`src/rtl/dma_pkg.sv`:
```
package dma_pkg;
  localparam int unsigned DATA_W = 16;

  typedef enum logic [1:0] {
    K_COPY = 2'd0,
    K_IMM  = 2'd1,
    K_ADDM = 2'd2,
    K_ADDI = 2'd3
  } kind_e;

  typedef struct packed {
    logic  int_en;
    logic  burst;
    logic  dst_inc;
    logic  src_inc;
    kind_e kind;
    logic  wide;
  } mode_t;

  typedef enum logic [1:0] {
    S_IDLE  = 2'd0,
    S_RDSRC = 2'd1,
    S_RDOPR = 2'd2,
    S_WRDST = 2'd3
  } st_e;

  // keep only the bits that belong to the selected item size
  function automatic logic [DATA_W-1:0] f_narrow(input logic [DATA_W-1:0] v,
                                                 input logic wide);
    return wide ? v : {{(DATA_W-8){1'b0}}, v[7:0]};
  endfunction

  // wrapping addition, no carry
  function automatic logic [DATA_W-1:0] f_sum(input logic [DATA_W-1:0] a,
                                              input logic [DATA_W-1:0] b,
                                              input logic wide);
    return f_narrow(a + b, wide);
  endfunction

  function automatic logic [1:0] f_step(input logic wide);
    return wide ? 2'd2 : 2'd1;
  endfunction

  // first access of an item for each kind
  function automatic st_e f_first(input kind_e k);
    case (k)
      K_COPY, K_ADDM: return S_RDSRC;
      K_ADDI:         return S_RDOPR;
      default:        return S_WRDST;
    endcase
  endfunction

  function automatic logic f_src_moves(input kind_e k);
    return (k == K_COPY) || (k == K_ADDM);
  endfunction
endpackage

```
`src/rtl/dma_ptr.sv`:
```
module dma_ptr #(
  parameter int unsigned AW = 24
) (
  input  logic          clk,
  input  logic          rst_n,
  input  logic          load,
  input  logic [AW-1:0] base,
  input  logic          adv,
  input  logic [1:0]    step,
  output logic [AW-1:0] ptr
);
  localparam int unsigned PAD = AW - 2;

  always_ff @(posedge clk) begin
    if (!rst_n)    ptr <= '0;
    else if (load) ptr <= base;
    else if (adv)  ptr <= ptr + {{PAD{1'b0}}, step};
  end
endmodule

```
`src/rtl/dma_seq.sv`:
```
module dma_seq
  import dma_pkg::*;
#(
  parameter int unsigned CW = 16
) (
  input  logic          clk,
  input  logic          rst_n,
  input  logic          load,
  input  logic [CW-1:0] cnt_in,
  input  kind_e         kind,
  input  logic          burst,
  input  logic          int_en,
  input  logic          xfer_req,
  input  logic          mem_ack,
  output st_e           state,
  output logic          busy,
  output logic          item_done,
  output logic          irq
);
  localparam logic [CW-1:0] ONE = CW'(1);

  logic [CW-1:0] cnt_q;
  st_e           nxt;
  logic          last;

  assign busy      = (state != S_IDLE);
  assign item_done = (state == S_WRDST) && mem_ack;
  assign last      = (cnt_q == ONE);

  always_comb begin
    nxt = state;
    case (state)
      S_IDLE:  if (xfer_req && !load && (cnt_q != '0)) nxt = f_first(kind);
      S_RDSRC: if (mem_ack) nxt = (kind == K_ADDM) ? S_RDOPR : S_WRDST;
      S_RDOPR: if (mem_ack) nxt = S_WRDST;
      S_WRDST: if (mem_ack) nxt = (last || !burst) ? S_IDLE : f_first(kind);
      default: nxt = S_IDLE;
    endcase
  end

  always_ff @(posedge clk) begin
    if (!rst_n) begin
      state <= S_IDLE;
      cnt_q <= '0;
      irq   <= 1'b0;
    end else begin
      state <= nxt;
      irq   <= item_done && last && int_en;
      if (load)           cnt_q <= cnt_in;
      else if (item_done) cnt_q <= cnt_q - ONE;
    end
  end

  // an active request never runs on an exhausted count
  p_cnt_live_r6: assert property (@(posedge clk) disable iff (!rst_n)
    busy |-> (cnt_q != '0));
  // single mode returns to idle after each item
  p_single_stop_r7: assert property (@(posedge clk) disable iff (!rst_n)
    (item_done && !burst) |=> !busy);
  // a burst keeps going while items remain
  p_burst_cont_r8: assert property (@(posedge clk) disable iff (!rst_n)
    (item_done && burst && !last) |=> busy);
  // interrupt only when enabled
  p_irq_en_r9: assert property (@(posedge clk) disable iff (!rst_n)
    irq |-> int_en);
  // interrupt follows a completed write and an idle engine
  p_irq_after_r9: assert property (@(posedge clk) disable iff (!rst_n)
    irq |-> (!busy && $past(item_done)));
endmodule

```
`src/rtl/dma_data.sv`:
```
module dma_data
  import dma_pkg::*;
(
  input  logic              clk,
  input  logic              rst_n,
  input  logic [DATA_W-1:0] imm,
  input  kind_e             kind,
  input  logic              wide,
  input  st_e               state,
  input  logic              mem_ack,
  input  logic [DATA_W-1:0] mem_rdata,
  output logic [DATA_W-1:0] wdata
);
  logic [DATA_W-1:0] src_val;
  logic [DATA_W-1:0] opr_val;
  logic [DATA_W-1:0] imm_n;

  assign imm_n = f_narrow(imm, wide);

  always_ff @(posedge clk) begin
    if (!rst_n) begin
      src_val <= '0;
      opr_val <= '0;
    end else if (mem_ack) begin
      if (state == S_RDSRC) src_val <= f_narrow(mem_rdata, wide);
      if (state == S_RDOPR) opr_val <= f_narrow(mem_rdata, wide);
    end
  end

  always_comb begin
    case (kind)
      K_COPY:  wdata = src_val;
      K_IMM:   wdata = imm_n;
      K_ADDM:  wdata = f_sum(src_val, opr_val, wide);
      default: wdata = f_sum(imm_n, opr_val, wide);
    endcase
  end

  // byte items never carry upper data bits on a write
  p_wdata_narrow_r3: assert property (@(posedge clk) disable iff (!rst_n)
    ((state == S_WRDST) && !wide) |-> (wdata[DATA_W-1:8] == '0));
endmodule

```
`src/rtl/dma_desc_engine.sv`:
```
module dma_desc_engine
  import dma_pkg::*;
#(
  parameter int unsigned AW = 24,
  parameter int unsigned CW = 16
) (
  input  logic              clk,
  input  logic              rst_n,
  input  logic              desc_load,
  input  logic [6:0]        desc_mode,
  input  logic [CW-1:0]     desc_count,
  input  logic [AW-1:0]     desc_src,
  input  logic [AW-1:0]     desc_opr,
  input  logic [AW-1:0]     desc_dst,
  input  logic              xfer_req,
  output logic              mem_req,
  output logic              mem_we,
  output logic              mem_size,
  output logic [AW-1:0]     mem_addr,
  output logic [DATA_W-1:0] mem_wdata,
  input  logic              mem_ack,
  input  logic [DATA_W-1:0] mem_rdata,
  output logic              busy,
  output logic              irq
);
  localparam int unsigned NPTR = 3;
  localparam int unsigned P_SRC = 0;
  localparam int unsigned P_OPR = 1;
  localparam int unsigned P_DST = 2;

  mode_t   mode_q;
  st_e     state;
  logic    item_done;
  logic    load_ok;
  logic    src_adv, opr_adv, dst_adv;
  logic [1:0] step;

  logic [AW-1:0] base [NPTR];
  logic [AW-1:0] ptr  [NPTR];
  logic          adv  [NPTR];

  assign load_ok = desc_load && !busy;
  assign step    = f_step(mode_q.wide);

  always_ff @(posedge clk) begin
    if (!rst_n)       mode_q <= '0;
    else if (load_ok) mode_q <= mode_t'(desc_mode);
  end

  // pointer advance events
  assign src_adv = item_done && mode_q.src_inc && f_src_moves(mode_q.kind);
  assign opr_adv = item_done && mode_q.src_inc && (mode_q.kind == K_ADDM);
  assign dst_adv = item_done && mode_q.dst_inc;

  assign base[P_SRC] = desc_src;
  assign base[P_OPR] = desc_opr;
  assign base[P_DST] = desc_dst;
  assign adv[P_SRC]  = src_adv;
  assign adv[P_OPR]  = opr_adv;
  assign adv[P_DST]  = dst_adv;

  for (genvar gi = 0; gi < NPTR; gi++) begin : g_ptr
    dma_ptr #(.AW(AW)) u_ptr (
      .clk  (clk),
      .rst_n(rst_n),
      .load (load_ok),
      .base (base[gi]),
      .adv  (adv[gi]),
      .step (step),
      .ptr  (ptr[gi])
    );
  end

  dma_seq #(.CW(CW)) u_seq (
    .clk      (clk),
    .rst_n    (rst_n),
    .load     (load_ok),
    .cnt_in   (desc_count),
    .kind     (mode_q.kind),
    .burst    (mode_q.burst),
    .int_en   (mode_q.int_en),
    .xfer_req (xfer_req),
    .mem_ack  (mem_ack),
    .state    (state),
    .busy     (busy),
    .item_done(item_done),
    .irq      (irq)
  );

  // the immediate is held in the source pointer, which never steps for immediates
  dma_data u_data (
    .clk      (clk),
    .rst_n    (rst_n),
    .imm      (ptr[P_SRC][DATA_W-1:0]),
    .kind     (mode_q.kind),
    .wide     (mode_q.wide),
    .state    (state),
    .mem_ack  (mem_ack),
    .mem_rdata(mem_rdata),
    .wdata    (mem_wdata)
  );

  assign mem_req  = (state != S_IDLE);
  assign mem_we   = (state == S_WRDST);
  assign mem_size = mode_q.wide;

  always_comb begin
    case (state)
      S_RDSRC: mem_addr = ptr[P_SRC];
      S_RDOPR: mem_addr = ptr[P_OPR];
      S_WRDST: mem_addr = ptr[P_DST];
      default: mem_addr = '0;
    endcase
  end

  // a pending access keeps its attributes until acknowledged
  p_hold_r10: assert property (@(posedge clk) disable iff (!rst_n)
    (mem_req && !mem_ack) |=> (mem_req && $stable(mem_addr) && $stable(mem_we)
                               && $stable(mem_wdata)));
  // operand pointer moves in lockstep with the source pointer
  p_opr_lock_r5: assert property (@(posedge clk) disable iff (!rst_n)
    (item_done && (mode_q.kind == K_ADDM)) |=>
      ((ptr[P_OPR] - $past(ptr[P_OPR])) == (ptr[P_SRC] - $past(ptr[P_SRC]))));
  // immediate kinds never move the source field
  p_src_fixed_r5: assert property (@(posedge clk) disable iff (!rst_n)
    (item_done && !f_src_moves(mode_q.kind)) |=> $stable(ptr[P_SRC]));
endmodule

```
`config.mk`:
```
export PLATFORM = sky130hd
export DESIGN_NAME = dma_desc_engine
export DESIGN_NICKNAME = d
export VERILOG_FILES = /design/src/rtl/dma_pkg.sv /design/src/rtl/dma_ptr.sv /design/src/rtl/dma_seq.sv /design/src/rtl/dma_data.sv /design/src/rtl/dma_desc_engine.sv
export SDC_FILE = /design/constraint.sdc
export NUM_CORES = 1
export LEC_CHECK = 0
export BUFFER_PORTS_ARGS = -buffer_cell sky130_fd_sc_hd__buf_2
export CORE_AREA = 2 2 171 173
export CTS_CLUSTER_DIAMETER = 30
export CTS_CLUSTER_SIZE = 40
export DETAILED_ROUTE_END_ITERATION = 8
export DIE_AREA = 0 0 173 175
export PLACE_DENSITY = 0.56
export REMOVE_ABC_BUFFERS = 1
export SYNTH_ARGS = -nofsm -noshare
export SYNTH_HDL_FRONTEND = slang
export SYNTH_HIERARCHICAL = 1
export SYNTH_SLANG_ARGS = --single-unit
```
`constraint.sdc`:
```
create_clock -name clk -period 3.5 [get_ports clk]
set_input_delay 0.7 -clock clk [delete_from_list [all_inputs] [get_ports clk]]
set_output_delay 0.7 -clock clk [all_outputs]
set_load 0.02 [all_outputs]
```
# --- Word-level counts from Yosys, hierarchy flattened ---
# Cells that the tools add are included.
totals:
  register_bits: 130
  latchBits: 0
  mem_bits_rw: 0
  rom_bits: 0
  inputBits: 116
  elab_cells: 81
  memories: 0
classes:
  add_sub_neg: 6
  n_mul: 0
  n_div: 0
  order_cmp: 0
  n_eq_ne: 11
  n_shift: 0
  mux: 23
  bitwise_logic: 0
  reduce_logical: 27
ops:
  columns: ["cell", "n"]
  rows:
  - ["$mux W24", 6]
  - ["$mux W16", 6]
  - ["$add A24 B2 Y24", 3]
  - ["$pmux W24 S3", 1]
  - ["$pmux W16 S3", 1]
  - ["$add A16 B16 Y16", 2]
  - ["$eq A16 B1 Y1 const B", 1]
  - ["$reduce_bool A16 Y1", 1]
  - ["$sub A16 B1 Y16 const B", 1]
  - ["$mux W2", 6]
  - ["$logic_and A1 B1 Y1", 10]
  - ["$reduce_bool A2 Y1", 5]
  - ["$eq A2 B2 Y1 const B", 4]
  - ["$pmux W2 S4", 1]
  - ["$eq A2 B1 Y1 const B", 2]
  - ["$logic_not A2 Y1", 2]
  - ["$ne A2 B1 Y1 const B", 2]
  - ["$ne A2 B2 Y1 const B", 2]
  - ["$pmux W2 S2", 1]
  - ["$reduce_and A2 Y1", 2]
  - ["$reduce_and A4 Y1", 1]
  - ["$logic_not A1 Y1", 3]
  - ["$logic_or A1 B1 Y1", 2]
  - ["$reduce_or A2 Y1", 1]
  - ["$mux W1", 1]

# --- Logic depth before layout (Yosys ltp) ---
# Gate-level depths: netlist of the first run.
depth:
  ltp_word: 8
  depth_mapped: 12
  mapped_depth_nobuf: 10

# --- Cells and area by module ---
# Netlist of the first run, hierarchy kept.
by_module_without_submodules:
  columns: ["mod", "instances", "cells_per_inst", "area_each_um2"]
  rows:
  - ["dma_ptr", 3, 181, 1534.0]
  - ["dma_data", 1, 392, 3081.7]
  - ["dma_seq", 1, 141, 1162.4]
  - ["dma_desc_engine", 1, 88, 948.4]

# --- Least setup slack after synthesis of the first run ---
# Ideal clock, no wire load.
synth_path:
  kind: "register -> output"
  from: "register mode_q, in the netlist mem_size"
  to: "output port mem_wdata[13]"
  arrival_ns: 2.659
  t_required_ns: 2.800
  path_slack_ns: 0.141
  stages_incl_launch_ff: 11
  path_cell_list: "dfxtp_1 > clkbuf_1 > clkbuf_1 > and2_1 > ha_1 > a21oi_1 > o2bb2ai_1 > o21a_1 > nor3_1 > xor2_1 > o21ai_0"
synth_between:
  elab_chain_cells: 4
synth_lines:
  columns: ["item", "line", "text"]
  rows:
  - ["start: declaration", "dma_desc_engine.sv:31", "mode_t mode_q;"]
  - ["start signal: assignment", "dma_desc_engine.sv:47", "else if (load_ok) mode_q <= mode_t'(desc_mode);"]
  - ["$mux W16", "dma_pkg.sv:30", "return wide ? v : {{(DATA_W-8){1'b0}}, v[7:0]};"]
  - ["$add A16 B16 Y16", "dma_pkg.sv:37", "return f_narrow(a + b, wide);"]
  - ["$mux W16", "dma_pkg.sv:30", null]
  - ["$pmux W16 S3 *", "dma_data.sv:31", "case (kind)"]
  - ["end: declaration", "dma_desc_engine.sv:20", "output logic [DATA_W-1:0] mem_wdata,"]
# Mark *: on every way between the ends. The rest lies on a longest branch, timed or not.

# --- Worst setup path after layout of the first run ---
layout_path:
  from: "register u_data.opr_val[0]"
  to: "output port mem_wdata[14]"
layout_between:
  elab_chain_cells: 3
layout_lines:
  columns: ["item", "line", "text"]
  rows:
  - ["start: declaration", "dma_data.sv:15", "logic [DATA_W-1:0] opr_val;"]
  - ["start signal: assignment", "dma_data.sv:26", "if (state == S_RDOPR) opr_val <= f_narrow(mem_rdata, wide);"]
  - ["$add A16 B16 Y16", "dma_pkg.sv:37", null]
  - ["$mux W16", "dma_pkg.sv:30", null]
  - ["$pmux W16 S3 *", "dma_data.sv:31", null]
# Marked as above.

==> results of run 1 <==
==> power breakdown <==
group | leakage, nW | switching [W] | internal (W)
clock network | 0.280 | 0.000760 | 0.00105
registers | 1.07 | 0.000284 | 0.00167
logic | 3.40 | 0.000871 | 0.000644
==> state kept, by name, summed over array words and instances (netlist names) <==
name             count
g_ptr.u_ptr/ptr     72
mem_size             1
mode_q               6
u_data/opr_val      16
u_data/src_val      16
u_seq/cnt_q         16
u_seq/irq            1
u_seq/state          2
==> final cells by class <==
class                   count  share of cell area
clock buffers              17             0.03625
repair buffers            196             0.09436
clock inverters            15             0.01322
inverters                  43             0.01397
multi-input cells         922              0.5785
flip-flops and latches    130              0.2227
well taps                 384             0.04094
==> timing repair <==
action,CTS,global route
buffers inserted,0,2
pin swaps,5,15
cloned,0,0
endpoints found under the hold margin,0,0
resized for setup,14,24
setup endpoints to repair,4,7
==> critical path, delay by kind of cell, from the launching register on <==
family | cells | cell delay (ns)
XOR/XNOR | 1 | 0.14
AND/OR/NAND/NOR | 1 | 0.14
adder cells (fa/ha/maj) | 2 | 0.39
flip-flops | 1 | 0.36
AO/OA/AOI/OAI | 5 | 1.12
buffers and inverters | 2 | 0.17
==> cell usage in the layout (no fill, tap or decap), types with 12 or more instances in the layout <==
cell         n
o21ai_0     88
o211ai_1    18
xnor2_1     31
clkbuf_16   17
dfxtp_1    125
a31oi_1     33
mux2_4      18
nand4_1     26
nand2_1    109
and4_1      22
a21oi_1     52
a22o_1      24
a211oi_1    13
and3_1      15
nor2b_1     23
a21boi_0    31
nor2_1      26
and2_1      12
nor3_1      25
nand3_1     54
mux2i_1     19
buf_2      157
xor2_1      29
buf_4       36
ha_1        36
inv_1       38
nand2b_1    20
==> routing by layer <==
layer,vias up,track usage,wire [µm]
met5,-,0,0
met4,0,0.04626,366
met3,25,0.03916,1757
met2,270,0.3577,15580
met1,4561,0.2726,14460
li1,4686,-,-
==> stage by stage <==
| step | setup WS, ns | TNS, ns | area, µm² | std cells | power [W] |
|---|---|---|---|---|---|
| after floorplan | -2.837 | -201.74 | 9423 | 1095 | 0.002883 |
| after global routing | -0.04020 | -0.04379 | 11740 | 1707 | 0.005547 |
| final | 0.06357 | 0 | 11740 | 1707 | 0.005282 |
| after CTS | 0.0007938 | 0 | 11630 | 1705 | 0.005301 |
| after global placement | 0.3063 | 0 | 11000 | 1673 | 0.003464 |
| after detailed placement | 0.2736 | 0 | 11000 | 1673 | 0.003481 |
==> cell families (layout without fill, tap and decap cells) <==
kind of cell / count (synthesis) / count (layout) / share of synthesized area
buffers and inverters: 112 / 271 / 0.05442
and+or+nand+nor: 416 / 416 / 0.2551
xor gates and xnor gates: 60 / 60 / 0.05365
AOI/OAI and AO/OA: 351 / 351 / 0.2388
DFF: 130 / 130 / 0.2657
muxes: 51 / 51 / 0.07230
adders and majority gates: 44 / 44 / 0.06004
==> worst paths after layout <==
check,to,slack [ns]
worst max-delay path,mem_wdata[14],0.06
worst min-delay path,u_seq/irq,0.47
worst max register to register,g_ptr[0].u_ptr/ptr[16],0.78
worst min register to register,u_seq/irq,0.47
==> impl_metrics.csv, run 1 <==
group,metric,value,unit
clock_network,cts_buffer_depth,2,
finish,drive_gt1_frac,0.2411,
route,postRouteAntennaNets,0,
clock_network,cts_buffers,17,
logic_synthesis,syn_area_per_cell,8.414,µm²
placement,port_buffers,160,
clock_network,cts_tree,"yes",
worst_setup_path,cp_cell_sequence,"ha_4 > inv_4 > fa_2 > nand2b_4 > a21oi_4 > a211o_1 > a311o_1 > a31oi_2 > xnor2_1 > a21o_1 > buf_6",
worst_setup_path,crit_path_start,"u_data/opr_val[0]",
route,wl_per_cell,18.84,µm
timing,fmax,291.0,MHz
global_routing,grt_pass1_vias,9157,
timing,slew_headroom,0.3837,
floorplanning,core-area,28390,µm²
finish,fin_nets,1470,
global_routing,grt_first_pass_wirelength,50400,µm
route,drt-pass1-iter-count,6,
finish,n_antenna_cell,0,
clock_network,clock_sinks,130,
worst_setup_path,cp_data_required_time,2.80,ns
floorplanning,die_w,173,µm
logic_synthesis,synth_cells,1164,
clock_network,clock_latency,0.43,ns
worst_setup_path,worstSetupPathType,"reg2out",
finish,fillCellCount,2981,
floorplanning,num_rows,62,
min_path,hold_start,"mode_q[6]",
worst_setup_path,crit_path_max_incr_delay,0.40,ns
worst_setup_path,path_max_fanout,3,
clock_network,clk_pin_slew_worst_paths,0.06,ns
power_and_ir_drop,leakage,4.749,nW
logic_synthesis,syn_area,9794,µm²
global_routing,grt_max_degree,74,
clock_network,cts-root-buf,"clkbuf_16",
min_path,whs_path_depth,2,
logic_synthesis,ys_types,77,
power_and_ir_drop,ir_worst_vdd,0.3356,mV
timing,period_needed,3.436,ns
worst_setup_path,crit_slowest_cell,"a311o_1",
finish,ff_latch_area,2614,µm²
logic_synthesis,yosysWarnings,6,
outcome,status,"complete, no violations",
clock_network,ctsHoldBuffers,0,
route,route.detailed.drc,0,
timing,grt_setup_unrepaired,"yes",
worst_setup_path,arrival,2.74,ns
logic_synthesis,yosysSeqAreaShare,0.2657,
global_routing,antenna_found_initial,0,
worst_setup_path,crit_path_end_kind,"primary output",
timing,setup_violations,0,
placement,hpwl,23640,µm
route,avgViaCountPerCell,5.590,
logic_synthesis,yosysMostFrequentCell,"dfxtp_1",
route,wl,32160,µm
timing,drv_slew,0,
logic_synthesis,synth-edff-count,0,
flow_run,cap_violations,0,
timing,hold_viol,0,
timing,finalClockSkew,0.01171,ns
logic_synthesis,ys_top_cells_by_count,"130 x dfxtp_1, 109 x nand2_1, 91 x o21ai_0",
timing,period_share,0.9818,
finish,multi_input_area,6789,µm²
global_routing,grt_use_total,0.2088,
floorplanning,dieHeight,175,µm
finish,area_delta_synth_final,19.81,%
timing,fin_hold_ws,0.4721,ns
worst_setup_path,r2r-start,"mem_size",
floorplanning,dieArea,30280,µm²
logic_synthesis,ys_ff_latch,130,
route,vias,9542,
logic_synthesis,netlist_top_cells_area,"dfxtp_1 27%, ha_1 5.0%, o21ai_0 4.6%, nand2_1 4.2%, xnor2_1 2.8%",
min_path,hold_path.class,"reg2reg",
worst_setup_path,r2r_cells,9,
worst_setup_path,cp-start-kind,"flip-flop",
floorplanning,ios,161,
power_and_ir_drop,power.density,450.1,nW/µm²
logic_synthesis,synth_top_area_frac,0.2657,
logic_synthesis,ys_async_sr_fraction,0,
finish,utilization,0.4133,
placement,finalWeightedCongestion,0.8657,
route,drtIter0Drc,1018,
global_routing,overflow,0,
clock_network,cts-htree-levels,4,
logic_synthesis,ys.flop_type,"dfxtp_1",
floorplanning,initial_core_util,0.3450,
logic_synthesis,synth_top_area_cell,"dfxtp_1",
timing,tightest_slew,0.9216,ns
Note: power is estimated with default switching activity, not from simulation.
==> run 2, diff against run 1 <==
- GPL_TIMING_DRIVEN: unset -> 0
==> run 2 against run 1 <==
Effect of this change:
- clock skew increased by 0.0042 ns
- global-route usage decreased by 0.60 points
- cell count down 1.1%
- hold slack better by 0.00063 ns
- sequential power rose by 4%
- clock power up 5%
- total power up 1.1%
- critical path type unchanged
==> impl_metrics.csv, run 2 (synthesis results as in run 1) <==
group,metric,value,unit
floorplanning,num_rows,62,
global_routing,grtUsageMet3,0.03068,
min_path,whs_path_depth,2,
route,postRouteAntennaNets,0,
worst_setup_path,r2r_cells,8,
power_and_ir_drop,ir_worst_vdd,0.3317,mV
floorplanning,initial_core_util,0.3450,
power_and_ir_drop,p_clk_frac,0.357,
finish,n_antenna_cell,0,
finish,largest_reg_flops,72,
min_path,hold_start,"mode_q[6]",
clock_network,clk_pin_slew_worst_paths,0.07,ns
timing,finalClockSkew,0.01587,ns
placement,hpwl,22510,µm
timing,grt_setup_unrepaired,"yes",
route,avgViaCountPerCell,5.611,
placement,port_buffers,160,
worst_setup_path,cp-start-kind,"flip-flop",
global_routing,met2_usage,0.3417,
worst_setup_path,r2r-end,"g_ptr[2].u_ptr/ptr[16]",
power_and_ir_drop,seq_power_share,0.377,
outcome,status,"complete, no violations",
floorplanning,core-area,28390,µm²
finish,final_cell_mix,"156 x buf_2, 115 x dfxtp_1, 109 x nand2_1",
min_path,hold_path_end,"u_seq/irq",
timing,fin_hold_ws,0.4727,ns
worst_setup_path,crit_path_end_kind,"primary output",
global_routing,grt-busiest-layer,"met2",
min_path,hold_path.class,"reg2reg",
route,wl,31210,µm
finish,fin_nets,1451,
clock_network,cts_tree,"yes",
power_and_ir_drop,power.density,456.0,nW/µm²
route,vias,9472,
power_and_ir_drop,netSwitchingFraction,0.3587,
placement,finalWeightedCongestion,0.8765,
worst_setup_path,cp_data_required_time,2.80,ns
worst_setup_path,r2r-start,"u_seq/state[0]",
floorplanning,dieArea,30280,µm²
global_routing,grt_max_degree,71,
timing,fmax,286.5,MHz
finish,area_delta_synth_final,19.53,%
global_routing,grt_pass1_vias,8859,
power_and_ir_drop,internal-power,0.003423,W
power_and_ir_drop,combPwrFrac,0.266,
route,route.detailed.drc,0,
power_and_ir_drop,leakage,4.681,nW
clock_network,cts_buffer_depth,2,
timing,drv_slew,0,
timing,tightest_slew,0.9219,ns
flow_run,cap_violations,0,
global_routing,grtUsageMet1,0.2701,
route,drtIter0Drc,691,
clock_network,ctsHoldBuffers,0,
floorplanning,die_w,173,µm
global_routing,grt_use_total,0.2028,
worst_setup_path,arrival,2.79,ns
timing,period_needed,3.491,ns
timing,period_share,0.9974,
finish,top_register,"g_ptr.u_ptr/ptr",
worst_setup_path,worstSetupPathType,"reg2out",
floorplanning,ios,161,
timing,hold_viol,0,
finish,final_common_cell,"buf_2",
global_routing,antenna_found_initial,0,
worst_setup_path,regToRegSetupSlack,0.23,ns
clock_network,cts-htree-levels,4,
clock_network,cts_buffers,17,
clock_network,clock_sinks,130,
global_routing,overflow,0,
power_and_ir_drop,p_sw,0.001915,W
clock_network,clock_latency,0.44,ns
clock_network,cts-root-buf,"clkbuf_16",
worst_setup_path,path_max_fanout,3,
power_and_ir_drop,power,0.005338,W
finish,drive_gt1_frac,0.2446,
timing,setup_violations,0,
floorplanning,dieHeight,175,µm
route,drt-pass1-iter-count,5,
global_routing,grt_first_pass_wirelength,48820,µm
timing,setup_tns,0,ns
timing,slew_headroom,0.3816,
route,wl_per_cell,18.49,µm
==> run 2: cell types whose count changed in the layout (fill, tap and decap cells not counted), moves of 3 or more <==
cell / before / now
dfxtp_4: 2 / 5
dfxtp_2: 3 / 10
buf_4: 36 / 15
dfxtp_1: 125 / 115
nor2_1: 26 / 23
==> run 2: layout make-up <==
type / count / area [µm²]
Fill cell: 2898 / 16680
Sequential cell: 130 / 2634
Tap cell: 384 / 480.5
Timing Repair Buffer: 177 / 1003
Inverter: 43 / 168.9
Clock inverter: 15 / 180.2
Multi-Input combinational cell: 922 / 6815
Clock buffer: 17 / 425.4
==> run 2: repair_timing <==
| item | 4_1_cts | 5_1_grt |
|---|---|---|
| endpoints found under the hold margin | 0 | 0 |
| gates resized for setup | 32 | 28 |
| pin swaps | 10 | 17 |
| setup buffers | 5 | 8 |
| setup endpoints to repair | 74 | 19 |
==> run 2: per-stage QoR <==
step | util | cells | setup WS (ns) | area [µm²]
floorplan | - | 1095 | -2.837 | 9423
global placement | 0.3770 | 1639 | -6.484 | 10700
detailed placement | 0.3806 | 1643 | -1.717 | 10810
CTS | 0.4065 | 1680 | -0.05003 | 11540
global route | 0.4123 | 1688 | -0.08343 | 11710
finish | 0.4123 | 1688 | 0.009148 | 11710
==> run 2: worst max path at each step <==
| stage | start | to | slack [ns] | cells past startpoint |
|---|---|---|---|---|
| 3_5_place_dp | u_seq/state[1] | g_ptr[1].u_ptr/ptr[16] | -1.72 | 9 |
| 5_1_grt | u_data/opr_val[0] | mem_wdata[14] | -0.08 | 11 |
| 3_3_place_gp | u_seq/state[0] | g_ptr[1].u_ptr/ptr[20] | -6.48 | 6 |
| 2_1_floorplan | u_seq/state[0] | g_ptr[0].u_ptr/ptr[22] | -2.84 | 6 |
| 4_1_cts | g_ptr[0].u_ptr/ptr[0] | mem_wdata[14] | -0.05 | 11 |
| 6_report | u_data/opr_val[0] | mem_wdata[14] | 0.009 | 11 |
==> run 2: power groups by stage <==
stage                     clock, W  sequential (W)  combinational (W)
after detailed placement         0         0.00205            0.00138
after CTS                  0.00194         0.00201            0.00141
after floorplan                  0         0.00195           0.000931
after global routing       0.00201         0.00205            0.00155
after global placement           0         0.00208            0.00131
final                      0.00190         0.00202            0.00142
==> run 2: per-layer routing <==
| layer | vias to the layer above | wire length, µm |
|---|---|---|
| met2 | 270 | 14960 |
| met3 | 30 | 1356 |
| li1 | 4653 | - |
| met5 | - | 0 |
| met4 | 0 | 501 |
| met1 | 4519 | 14390 |
==> run 2: worst max-delay path: stages (launching register included) <==
cell	delay [ns]
dfxtp_4	0.37
ha_4	0.17
inv_2	0.06
fa_2	0.20
nand2b_4	0.14
a21oi_4	0.06
a211o_1	0.30
a311o_1	0.40
a31oi_2	0.23
xnor2_1	0.14
a21o_1	0.16
buf_6	0.12
==> run 3, diff against run 2 <==
--- a/config.mk
+++ b/config.mk
@@ -12,4 +12,5 @@
 export DETAILED_ROUTE_END_ITERATION = 8
 export DIE_AREA = 0 0 173 175
+export GPL_ROUTABILITY_DRIVEN = 0
 export GPL_TIMING_DRIVEN = 0
 export PLACE_DENSITY = 0.56
==> constraint.sdc (replaced) <==
create_clock -name clk -period 3.5 [get_ports clk]
set_input_delay 0.7 -clock clk [delete_from_list [all_inputs] [get_ports clk]]
set_output_delay 0.7 -clock clk [all_outputs]
set_load 0.05 [all_outputs]
==> run 3 against run 2 <==
Effect of this change:
- via count hardly changed
- worst setup slack lost 0.0051 ns
- die area is the same
- cell count decreased by 0.18%
- hold slack got worse by 0.00093 ns
- combinational power grew 9.9%
- first-iteration DRC count grew 2.3%
- register-to-register slack lost 0.02 ns
- total power increased by 2.8%
- flip-flop and latch count stayed put
- critical path type unchanged
==> impl_metrics.csv, run 3 (synthesis results as in run 1) <==
group,metric,value,unit
outcome,status,"complete, no violations",
finish,area_delta_synth_final,20.01,%
worst_setup_path,regToRegSetupSlack,0.21,ns
route,postRouteAntennaNets,0,
timing,setup_tns,0,ns
global_routing,grt_max_degree,71,
power_and_ir_drop,p_clk_frac,0.347,
finish,n_antenna_cell,0,
worst_setup_path,worstSetupPathType,"reg2out",
route,wl,31200,µm
global_routing,overflow,0,
finish,drive_gt1_frac,0.2529,
worst_setup_path,cp-start-kind,"flip-flop",
finish,multi_input_area,6862,µm²
flow_run,cap_violations,0,
power_and_ir_drop,netSwitchingFraction,0.3750,
timing,setup_violations,0,
floorplanning,initial_core_util,0.3450,
clock_network,cts-htree-levels,4,
worst_setup_path,critPathTopFamily,"compound AO/OA/AOI/OAI gates",
floorplanning,num_rows,62,
floorplanning,die_w,173,µm
worst_setup_path,cp_data_required_time,2.80,ns
clock_network,cts-root-buf,"clkbuf_16",
placement,hpwl,22510,µm
clock_network,clock_sinks,130,
route,drtIter0Drc,707,
route,drt-pass1-iter-count,5,
timing,period_share,0.9988,
worst_setup_path,crit_slowest_cell,"a311o_1",
route,vias,9470,
timing,slew_headroom,0.3774,
clock_network,cts_tree,"yes",
finish,fin_nets,1448,
clock_network,clk_pin_slew_worst_paths,0.07,ns
worst_setup_path,crit_path_max_incr_delay,0.41,ns
power_and_ir_drop,ir_worst_vdd,0.3327,mV
global_routing,grt_use_total,0.2026,
clock_network,clock_latency,0.44,ns
route,wl_per_cell,18.52,µm
timing,grt_setup_unrepaired,"yes",
floorplanning,dieHeight,175,µm
power_and_ir_drop,seq_power_share,0.368,
worst_setup_path,cp_cell_sequence,"ha_4 > inv_2 > fa_2 > nand2b_4 > a21oi_4 > a211o_1 > a311o_1 > a31oi_2 > xnor2_1 > a21o_1 > buf_6",
finish,utilization,0.4140,
placement,port_buffers,160,
floorplanning,ios,161,
worst_setup_path,crit_path_end_kind,"primary output",
worst_setup_path,crit_buf_inv,2,
global_routing,antenna_found_initial,0,
clock_network,cts_buffer_depth,2,
timing,period_needed,3.496,ns
finish,ff_latch_area,2638,µm²
clock_network,ctsHoldBuffers,0,
global_routing,grt_first_pass_wirelength,48770,µm
clock_network,cts_buffers,17,
power_and_ir_drop,p_sw,0.002057,W
floorplanning,core-area,28390,µm²
worst_setup_path,path_max_fanout,3,
worst_setup_path,arrival,2.80,ns
power_and_ir_drop,leakage,4.670,nW
timing,hold_viol,0,
finish,top_register,"g_ptr.u_ptr/ptr",
finish,largest_reg_flops,72,
finish,fillCellCount,2887,
timing,fmax,286.0,MHz
power_and_ir_drop,power.density,466.8,nW/µm²
timing,drv_slew,0,
power_and_ir_drop,internal-power,0.003429,W
global_routing,grt_pass1_vias,8847,
finish,final_common_cell,"buf_2",
route,route.detailed.drc,0,
finish,final_cell_mix,"153 x buf_2, 112 x dfxtp_1, 109 x nand2_1",
timing,tightest_slew,0.9329,ns
min_path,hold_path.class,"reg2reg",
route,avgViaCountPerCell,5.620,
power_and_ir_drop,combPwrFrac,0.284,
timing,finalClockSkew,0.01486,ns
floorplanning,dieArea,30280,µm²
==> run 3: cell count changes in the layout (fill, tap and decap cells not counted), sizes merged <==
cell / change
buf: -3
==> run 3: tightest hold or removal path, stage by stage, from the launching register on <==
cell	delay (ns)
dfxtp_1	0.32
nand2_1	0.06
nor3_1	0.04
==> run 3: stage by stage <==
stage                     hold WS (ns)  total power (W)  std cells  setup slack (ns)  cell area [µm²]
after global placement          0.4629         0.003533       1639            -6.484            10700
after global routing            0.4635         0.005758       1685          -0.09062            11750
after CTS                       0.4679         0.005494       1677          -0.03233            11550
final                           0.4717         0.005487       1685          0.004030            11750
after floorplan                 0.4135         0.003024       1095            -2.922             9423
after detailed placement        0.4603         0.003562       1643            -1.717            10810
==> run 3: per-layer routing <==
metal  up-vias  track usage  part of all wire
li1       4652            -                 -
met1      4530       0.2702              0.46
met2       257       0.3410              0.48
met3        31      0.03046             0.044
met4         0      0.05508             0.017
met5         -            0                 0
==> run 3: path summary, 6_finish.rpt <==
| path | startpoint | endpoint | depth (start not counted) |
|---|---|---|---|
| setup / recovery | u_data/opr_val[0] | mem_wdata[14] | 11 |
| hold / removal | mode_q[6] | u_seq/irq | 2 |
| setup reg to reg | u_seq/state[0] | g_ptr[1].u_ptr/ptr[16] | 10 |
| hold reg to reg | mode_q[6] | u_seq/irq | 2 |
==> run 3: final cells by class <==
| cell class | count | share of cell area |
|---|---|---|
| flip-flops and latches | 130 | 0.2244 |
| inverters | 43 | 0.01437 |
| multi-input cells | 922 | 0.5838 |
| repair buffers | 174 | 0.08505 |
| clock buffers | 17 | 0.03619 |
| well taps | 384 | 0.04088 |
| clock inverters | 15 | 0.01533 |
==> run 3: power groups by stage <==
stage          Combinational [W]  Clock [W]  Sequential [W]
2_1_floorplan            0.00107          0         0.00195
3_3_place_gp             0.00145          0         0.00208
3_5_place_dp             0.00152          0         0.00205
4_1_cts                  0.00154    0.00194         0.00201
5_1_grt                  0.00170    0.00201         0.00206
6_report                 0.00156    0.00191         0.00202
==> run 3: repair_timing <==
| item | CTS | global route |
|---|---|---|
| setup endpoints to repair | 74 | 19 |
| gates resized for setup | 42 | 39 |
| pin swaps | 8 | 16 |
| setup buffers | 2 | 8 |
| cloned | 0 | 0 |
